`config.mk`:
```
export PLATFORM = sky130hd
export DESIGN_NAME = enc8b10b
export DESIGN_NICKNAME = d
export VERILOG_FILES = /design/src/rtl/enc8b10b_pkg.sv /design/src/rtl/enc_kclass.sv /design/src/rtl/enc_sixb.sv /design/src/rtl/enc_fourb.sv /design/src/rtl/enc8b10b.sv
export SDC_FILE = /design/constraint.sdc
export NUM_CORES = 1
export LEC_CHECK = 0
export CORE_AREA = 2 2 51 76
export DETAILED_ROUTE_END_ITERATION = 16
export DIE_AREA = 0 0 53 78
export PLACE_DENSITY_LB_ADDON = 0.05
export SLEW_MARGIN = 40
export SYNTH_ARGS = -nofsm -noshare
export SYNTH_HDL_FRONTEND = slang
export SYNTH_SLANG_ARGS = --single-unit
export TNS_END_PERCENT = 20
```
`constraint.sdc`:
```
create_clock -name clk -period 9.13 [get_ports clk]
set_input_delay 1.826 -clock clk [delete_from_list [all_inputs] [get_ports clk]]
set_output_delay 1.826 -clock clk [all_outputs]
set_load 0.1 [all_outputs]
```
`src/rtl/enc8b10b_pkg.sv`:
```
package enc8b10b_pkg;

    localparam int BYTE_W  = 8;
    localparam int CODE_W  = 10;
    localparam int SIX_W   = 6;
    localparam int FOUR_W  = 4;
    localparam int LOW_W   = 5;
    localparam int HIGH_W  = BYTE_W - LOW_W;

    localparam logic [BYTE_W-1:0] COMMA_BYTE = 8'hBC;
    localparam logic [BYTE_W-1:0] POISON_BYTE = 8'hFF;
    localparam logic [LOW_W-1:0]  K28_LOW    = 5'd28;

    // Line order (first bit in MSB) of the poison codewords
    localparam logic [CODE_W-1:0] POISON_NEG = 10'b0011110001;
    localparam logic [CODE_W-1:0] POISON_POS = 10'b1100001110;

    typedef struct packed {
        logic              en;
        logic              k;
        logic              idle;
        logic [BYTE_W-1:0] dat;
    } enc_req_t;

    typedef struct packed {
        logic [CODE_W-1:0] code;
        logic              err;
        logic              vld;
        logic              rd;
    } enc_out_t;

    // Line order (first bit in MSB) to bus order (first bit in bit 0)
    function automatic logic [CODE_W-1:0] line_to_bus(input logic [CODE_W-1:0] line);
        logic [CODE_W-1:0] b;
        for (int i = 0; i < CODE_W; i++) b[i] = line[CODE_W-1-i];
        return b;
    endfunction

endpackage

```
`src/rtl/enc_kclass.sv`:
```
module enc_kclass
    import enc8b10b_pkg::*;
(
    input  logic [BYTE_W-1:0] dat,
    output logic              k_legal,
    output logic              k_poison
);
    logic [HIGH_W-1:0] hi;
    logic [LOW_W-1:0]  lo;

    assign hi = dat[BYTE_W-1:LOW_W];
    assign lo = dat[LOW_W-1:0];

    always_comb begin
        k_poison = (dat == POISON_BYTE);
        k_legal  = (lo == K28_LOW) ||
                   ((hi == 3'd7) && (lo == 5'd23 || lo == 5'd27 ||
                                     lo == 5'd29 || lo == 5'd30));
    end
endmodule

```
`src/rtl/enc_sixb.sv`:
```
module enc_sixb
    import enc8b10b_pkg::*;
(
    input  logic [LOW_W-1:0] x,
    input  logic             k28,
    input  logic             rd_in,
    output logic [SIX_W-1:0] grp,
    output logic             rd_mid
);
    logic [SIX_W-1:0] neg_form;
    logic [SIX_W-1:0] sel;
    logic             unbal;

    always_comb begin
        // first line bit in MSB, form used from negative disparity
        case (x)
            5'd0:  neg_form = 6'b100111;
            5'd1:  neg_form = 6'b011101;
            5'd2:  neg_form = 6'b101101;
            5'd3:  neg_form = 6'b110001;
            5'd4:  neg_form = 6'b110101;
            5'd5:  neg_form = 6'b101001;
            5'd6:  neg_form = 6'b011001;
            5'd7:  neg_form = 6'b111000;
            5'd8:  neg_form = 6'b111001;
            5'd9:  neg_form = 6'b100101;
            5'd10: neg_form = 6'b010101;
            5'd11: neg_form = 6'b110100;
            5'd12: neg_form = 6'b001101;
            5'd13: neg_form = 6'b101100;
            5'd14: neg_form = 6'b011100;
            5'd15: neg_form = 6'b010111;
            5'd16: neg_form = 6'b011011;
            5'd17: neg_form = 6'b100011;
            5'd18: neg_form = 6'b010011;
            5'd19: neg_form = 6'b110010;
            5'd20: neg_form = 6'b001011;
            5'd21: neg_form = 6'b101010;
            5'd22: neg_form = 6'b011010;
            5'd23: neg_form = 6'b111010;
            5'd24: neg_form = 6'b110011;
            5'd25: neg_form = 6'b100110;
            5'd26: neg_form = 6'b010110;
            5'd27: neg_form = 6'b110110;
            5'd28: neg_form = 6'b001110;
            5'd29: neg_form = 6'b101110;
            5'd30: neg_form = 6'b011110;
            default: neg_form = 6'b101011;
        endcase
        if (k28) neg_form = 6'b001111;
        unbal  = ($countones(neg_form) != 3);
        sel    = (rd_in && (unbal || x == 5'd7)) ? ~neg_form : neg_form;
        rd_mid = rd_in ^ unbal;
        for (int i = 0; i < SIX_W; i++) grp[i] = sel[SIX_W-1-i];
    end
endmodule

```
`src/rtl/enc_fourb.sv`:
```
module enc_fourb
    import enc8b10b_pkg::*;
(
    input  logic [HIGH_W-1:0] y,
    input  logic [LOW_W-1:0]  x,
    input  logic              kmode,
    input  logic              k28,
    input  logic              rd_mid,
    output logic [FOUR_W-1:0] grp,
    output logic              rd_end
);
    logic [FOUR_W-1:0] base;
    logic [FOUR_W-1:0] sel;
    logic              use_alt;
    logic              unbal;
    logic              flip;

    always_comb begin
        use_alt = kmode ||
                  (!rd_mid && (x == 5'd17 || x == 5'd18 || x == 5'd20)) ||
                  ( rd_mid && (x == 5'd11 || x == 5'd13 || x == 5'd14));
        case (y)
            3'd0: base = 4'b1011;
            3'd1: base = 4'b1001;
            3'd2: base = 4'b0101;
            3'd3: base = 4'b1100;
            3'd4: base = 4'b1101;
            3'd5: base = 4'b1010;
            3'd6: base = 4'b0110;
            default: base = use_alt ? 4'b0111 : 4'b1110;
        endcase
        unbal = ($countones(base) != 2);
        flip  = rd_mid && (unbal || y == 3'd3 || y == 3'd7);
        // comma-family neutral groups invert after a negative six-bit group
        if (k28 && !rd_mid && (y == 3'd1 || y == 3'd2 || y == 3'd5 || y == 3'd6))
            flip = 1'b1;
        sel    = flip ? ~base : base;
        rd_end = rd_mid ^ unbal;
        for (int i = 0; i < FOUR_W; i++) grp[i] = sel[FOUR_W-1-i];
    end
endmodule

```
`src/rtl/enc8b10b.sv`:
```
module enc8b10b
    import enc8b10b_pkg::*;
#(
    parameter bit THREE_STAGE = 1'b0
) (
    input  logic              clk,
    input  logic              rst_n,
    input  logic              enable,
    input  logic              ctrl_k,
    input  logic              idle_req,
    input  logic [BYTE_W-1:0] data_in,
    input  logic              disp_ext,
    input  logic              disp_force,
    output logic [CODE_W-1:0] code_out,
    output logic              ctrl_err,
    output logic              code_valid,
    output logic              rd_out,
    output logic              cascade_rd
);
    localparam int PIPE_REGS = THREE_STAGE ? 2 : 0;

    enc_req_t cur;
    enc_req_t fin;
    enc_out_t out_d, out_q;

    assign cur = '{en: enable, k: ctrl_k, idle: idle_req, dat: data_in};

    generate
        if (PIPE_REGS > 0) begin : g_pipe
            enc_req_t pipe_q [PIPE_REGS];
            always_ff @(posedge clk or negedge rst_n) begin
                if (!rst_n) begin
                    for (int i = 0; i < PIPE_REGS; i++) pipe_q[i] <= '0;
                end else begin
                    pipe_q[0] <= cur;
                    for (int i = 1; i < PIPE_REGS; i++) pipe_q[i] <= pipe_q[i-1];
                end
            end
            assign fin = pipe_q[PIPE_REGS-1];
        end else begin : g_direct
            assign fin = cur;
        end
    endgenerate

    logic              k_legal, k_poison;
    logic              k_on, bad_k, poison, emit, swap;
    logic [BYTE_W-1:0] eff_dat;
    logic              eff_k, eff_k28, rd_use, rd_mid, rd_end;
    logic [SIX_W-1:0]  g6;
    logic [FOUR_W-1:0] g4;

    enc_kclass u_kclass (.dat(fin.dat), .k_legal(k_legal), .k_poison(k_poison));

    always_comb begin
        k_on    = fin.en && fin.k;
        poison  = k_on && k_poison;
        bad_k   = k_on && !k_legal && !k_poison;
        emit    = fin.en || fin.idle;
        swap    = (!fin.en && fin.idle) || bad_k;
        eff_dat = swap ? COMMA_BYTE : fin.dat;
        eff_k   = swap || k_on;
        eff_k28 = eff_k && (eff_dat[LOW_W-1:0] == K28_LOW);
        rd_use  = disp_force ? disp_ext : out_q.rd;
    end

    enc_sixb u_sixb (
        .x(eff_dat[LOW_W-1:0]), .k28(eff_k28), .rd_in(rd_use),
        .grp(g6), .rd_mid(rd_mid)
    );

    enc_fourb u_fourb (
        .y(eff_dat[BYTE_W-1:LOW_W]), .x(eff_dat[LOW_W-1:0]), .kmode(eff_k),
        .k28(eff_k28), .rd_mid(rd_mid), .grp(g4), .rd_end(rd_end)
    );

    always_comb begin
        out_d     = out_q;
        out_d.err = 1'b0;
        out_d.vld = emit;
        out_d.rd  = rd_use;
        if (poison) begin
            out_d.code = line_to_bus(rd_use ? POISON_POS : POISON_NEG);
        end else if (emit) begin
            out_d.code = {g4, g6};
            out_d.rd   = rd_end;
            out_d.err  = bad_k;
        end
    end

    always_ff @(posedge clk or negedge rst_n) begin
        if (!rst_n) out_q <= '0;
        else        out_q <= out_d;
    end

    assign code_out   = out_q.code;
    assign ctrl_err   = out_q.err;
    assign code_valid = out_q.vld;
    assign rd_out     = out_q.rd;
    assign cascade_rd = out_d.rd;
endmodule

```
==> impl_metrics.tcl <==
set metrics [dict create \
    syn_nets 246 \
    ios 29 \
    met1_length_microns 2010 \
    powerDensity_mw_per_mm2 256 \
    wl_met2_microns 3150 \
    top_layer "met4" \
    fin_nets 323 \
    p_sw_frac 0.591 \
    syn_avg_cell_area_sq_um 8.70 \
    ys_ff_latch 13 \
    antennaDiodeCount 0 \
    cp-end-kind "output port" \
    ctsLongestPathBuffers 2 \
    drt_iter0_markers 56 \
    synthFlopType "dfrtp_1" \
    max_stage_delay_ps 390 \
    path_class "input pin to output port" \
    slowest_stage "fa_2" \
    grt_remaining_overflow 0 \
    post-route-util 0.770 \
    yosys.cell_types.count 68 \
    detail-route-antenna-nets 0 \
    required_ps 7300 \
    critPathLaunchType "input pin" \
    die_x_microns 53 \
    rsz0062_at_grt "no" \
    die_h_microns 78 \
    fin_ws_ps 266 \
    async_reset_ff_frac 1.00 \
    core_sq_mm 0.00342 \
    timing.fmax_ghz 0.113 \
    total_leakage_power_nw 1.14 \
    htreeDepth 1 \
    synth_most_common_cell "a21oi_1" \
    synth-edff-count 0 \
    slew_headroom 0.492 \
    cap_violations 0 \
    ir_worst_vdd_mv 0.337 \
    grt_usage 0.273 \
    clk_pin_slew_ps 50 \
    drc_errors 0 \
    tightest_slew_ps 760 \
    status "completed" \
    fin_worst_skew_ps 2.17 \
    synthesis.instances 212 \
    slew_violations 0 \
    hp-class "flop to flop" \
    grt_max_degree 19 \
    cp.arrival_ps 7040 \
    grt_pass1_vias 1970 \
    area_growth_pct 42.6 \
    antenna_found_initial 0 \
    ys_top_cells_by_count "21 x a21oi_1, 17 x ha_1, 14 x nor2_1" \
    synth.largest_area_cell "dfrtp_1" \
    netlist_area_sq_mm 0.00184 \
    drt-total-wl_microns 5570 \
    wire_per_inst_microns 16.9 \
    switchingPower_uw 398 \
    fin_crit_sh 0.971 \
    cts_buffers 3 \
    finalWeightedCongestion 0.960 \
    placementRows 26 \
    grt_pass1_wl_microns 8750 \
    hold_viol 0 \
    place_ws_ps -192 \
    io_buffers 28 \
    vias_per_cell 6.06 \
    path_max_fanout 4 \
    drive_gt1_frac 0.462 \
    cts.sinks 13 \
    tritoncts "done" \
    first_pass_iters 4 \
    clkPwrFrac 0.078 \
    p_comb_frac 0.779 \
    vias 2001 \
    dieArea_sq_mm 0.00413 \
    ys_top_cells_by_area "dfrtp_1 18%, ha_1 12%, a21oi_1 5.7%, xnor2_1 4.3%, nor2_1 2.8%" \
    hpwl_microns 4330 \
    ys_seq_area_frac 0.176 \
    seqPwrFrac 0.143 \
    internal_power_uw 275 \
    clk_latency_ps 250 \
    finalSetupViolations 0 \
    layout_min_cycle_time_ps 8860 \
    cts_root_buf "clkbuf_8" \
    netlist.area_leader.share 0.176 \
    floorplan.initialDensity 0.540 \
    wl_met3_microns 206 \
    synth_warnings 0 \
    fillers 234 \
]
==> worst paths after layout <==
check	start	end	slack [ps]	depth (start not counted)
min reg2reg	code_out[8]	code_out[8]	500	2
max	data_in[2]	cascade_rd	270	27
max in group asynchronous	rst_n	code_out[1]	6800	1
max reg2reg	rd_out	rd_out	6300	12
min	code_out[8]	code_out[8]	500	2
min in group asynchronous	rst_n	code_out[9]	1950	1
==> registers in the layout (all words and copies together) (netlist names) <==
signal / flops
code_out: 10
code_valid: 1
ctrl_err: 1
rd_out: 1
==> power groups by stage <==
stage | Combinational [mW] | Sequential, mW | Clock [mW]
floorplan | 0.201 | 0.281 | 0
global placement | 0.521 | 0.0963 | 0
detailed placement | 0.506 | 0.0970 | 0
CTS | 0.515 | 0.0964 | 0.0520
global route | 0.551 | 0.0988 | 0.0538
finish | 0.525 | 0.0962 | 0.0523
==> layout make-up <==
class | instances | area (sq um) | area share
multi-input combinational | 178 | 1570 | 0.598
timing repair buffer | 81 | 591 | 0.225
inverter | 12 | 45.0 | 0.0171
sequential | 13 | 325 | 0.124
tap | 42 | 52.6 | 0.0200
clock buffer | 4 | 45.0 | 0.0171
==> stage by stage <==
step                      instances  hold slack [ps]  TNS, ps  cell area (sq um)  total power [mW]
after floorplan                 212             1060        0               1880             0.483
after global placement          316              483    -61.8               2460             0.617
after detailed placement        316              489     -192               2400             0.603
after CTS                       327              501        0               2560             0.664
after global routing            330              533        0               2630             0.704
final                           330              496        0               2630             0.673
==> cells by family (layout without fill, tap and decap cells) <==
family	after synthesis	in the layout	share of synthesized area
buf+inv	21	97	0.0705
flops	13	13	0.176
fa+ha+maj	20	20	0.143
simple gates	72	72	0.241
compound gates	67	67	0.270
mux	7	7	0.0421
xor+xnor	12	12	0.0570
==> routing by layer <==
layer  track usage  vias up
met2         0.536       73
li1              -      940
met4         0.131        0
met3       0.00962       19
met1         0.274      969
met5             0        -
==> worst max-delay path: cells and delay by family <==
kind                     cells  cell delay, ps
adder cells (fa/ha/maj)      6            1730
AND/OR/NAND/NOR              8            1220
AO/OA/AOI/OAI                4             850
XOR/XNOR                     4             600
buffers and inverters        4             560
multiplexers                 1             250
==> cells in the final DEF, fill, tap and decap left out, types with 2 or more instances in the layout <==
| cell type | n |
|---|---|
| buf_4 | 51 |
| a21oi_1 | 18 |
| dfrtp_1 | 13 |
| buf_2 | 13 |
| nor2_1 | 12 |
| inv_1 | 11 |
| ha_1 | 11 |
| clkbuf_2 | 9 |
| nand2_1 | 8 |
| xnor2_1 | 8 |
| o21ai_1 | 8 |
| nand3_1 | 8 |
| o21ai_0 | 6 |
| and2_1 | 5 |
| nor4_1 | 4 |
| a21oi_2 | 4 |
| o211ai_1 | 4 |
| ha_4 | 4 |
| nand2_2 | 3 |
| nand2b_1 | 3 |
| mux2_2 | 3 |
| mux2i_1 | 3 |
| nor3b_1 | 3 |
| clkbuf_8 | 3 |
| clkdlybuf4s50_1 | 3 |
| a31oi_4 | 2 |
| or2_2 | 2 |
| o21bai_1 | 2 |
| a31oi_1 | 2 |
| nand2b_4 | 2 |
| a211oi_1 | 2 |
| nor3_1 | 2 |
| or3b_2 | 2 |
| xor2_1 | 2 |
| ha_2 | 2 |
| dlymetal6s2s_1 | 2 |
| buf_6 | 2 |
==> timing repair <==
| item | CTS | global route |
|---|---|---|
| hold buffers | 0 | 0 |
| gates resized for setup | 27 | 32 |
| setup endpoints to repair | 1 | 1 |
| pin swaps | 18 | 19 |
| setup buffers | 7 | 3 |
Power figures use the tool's default switching activity.
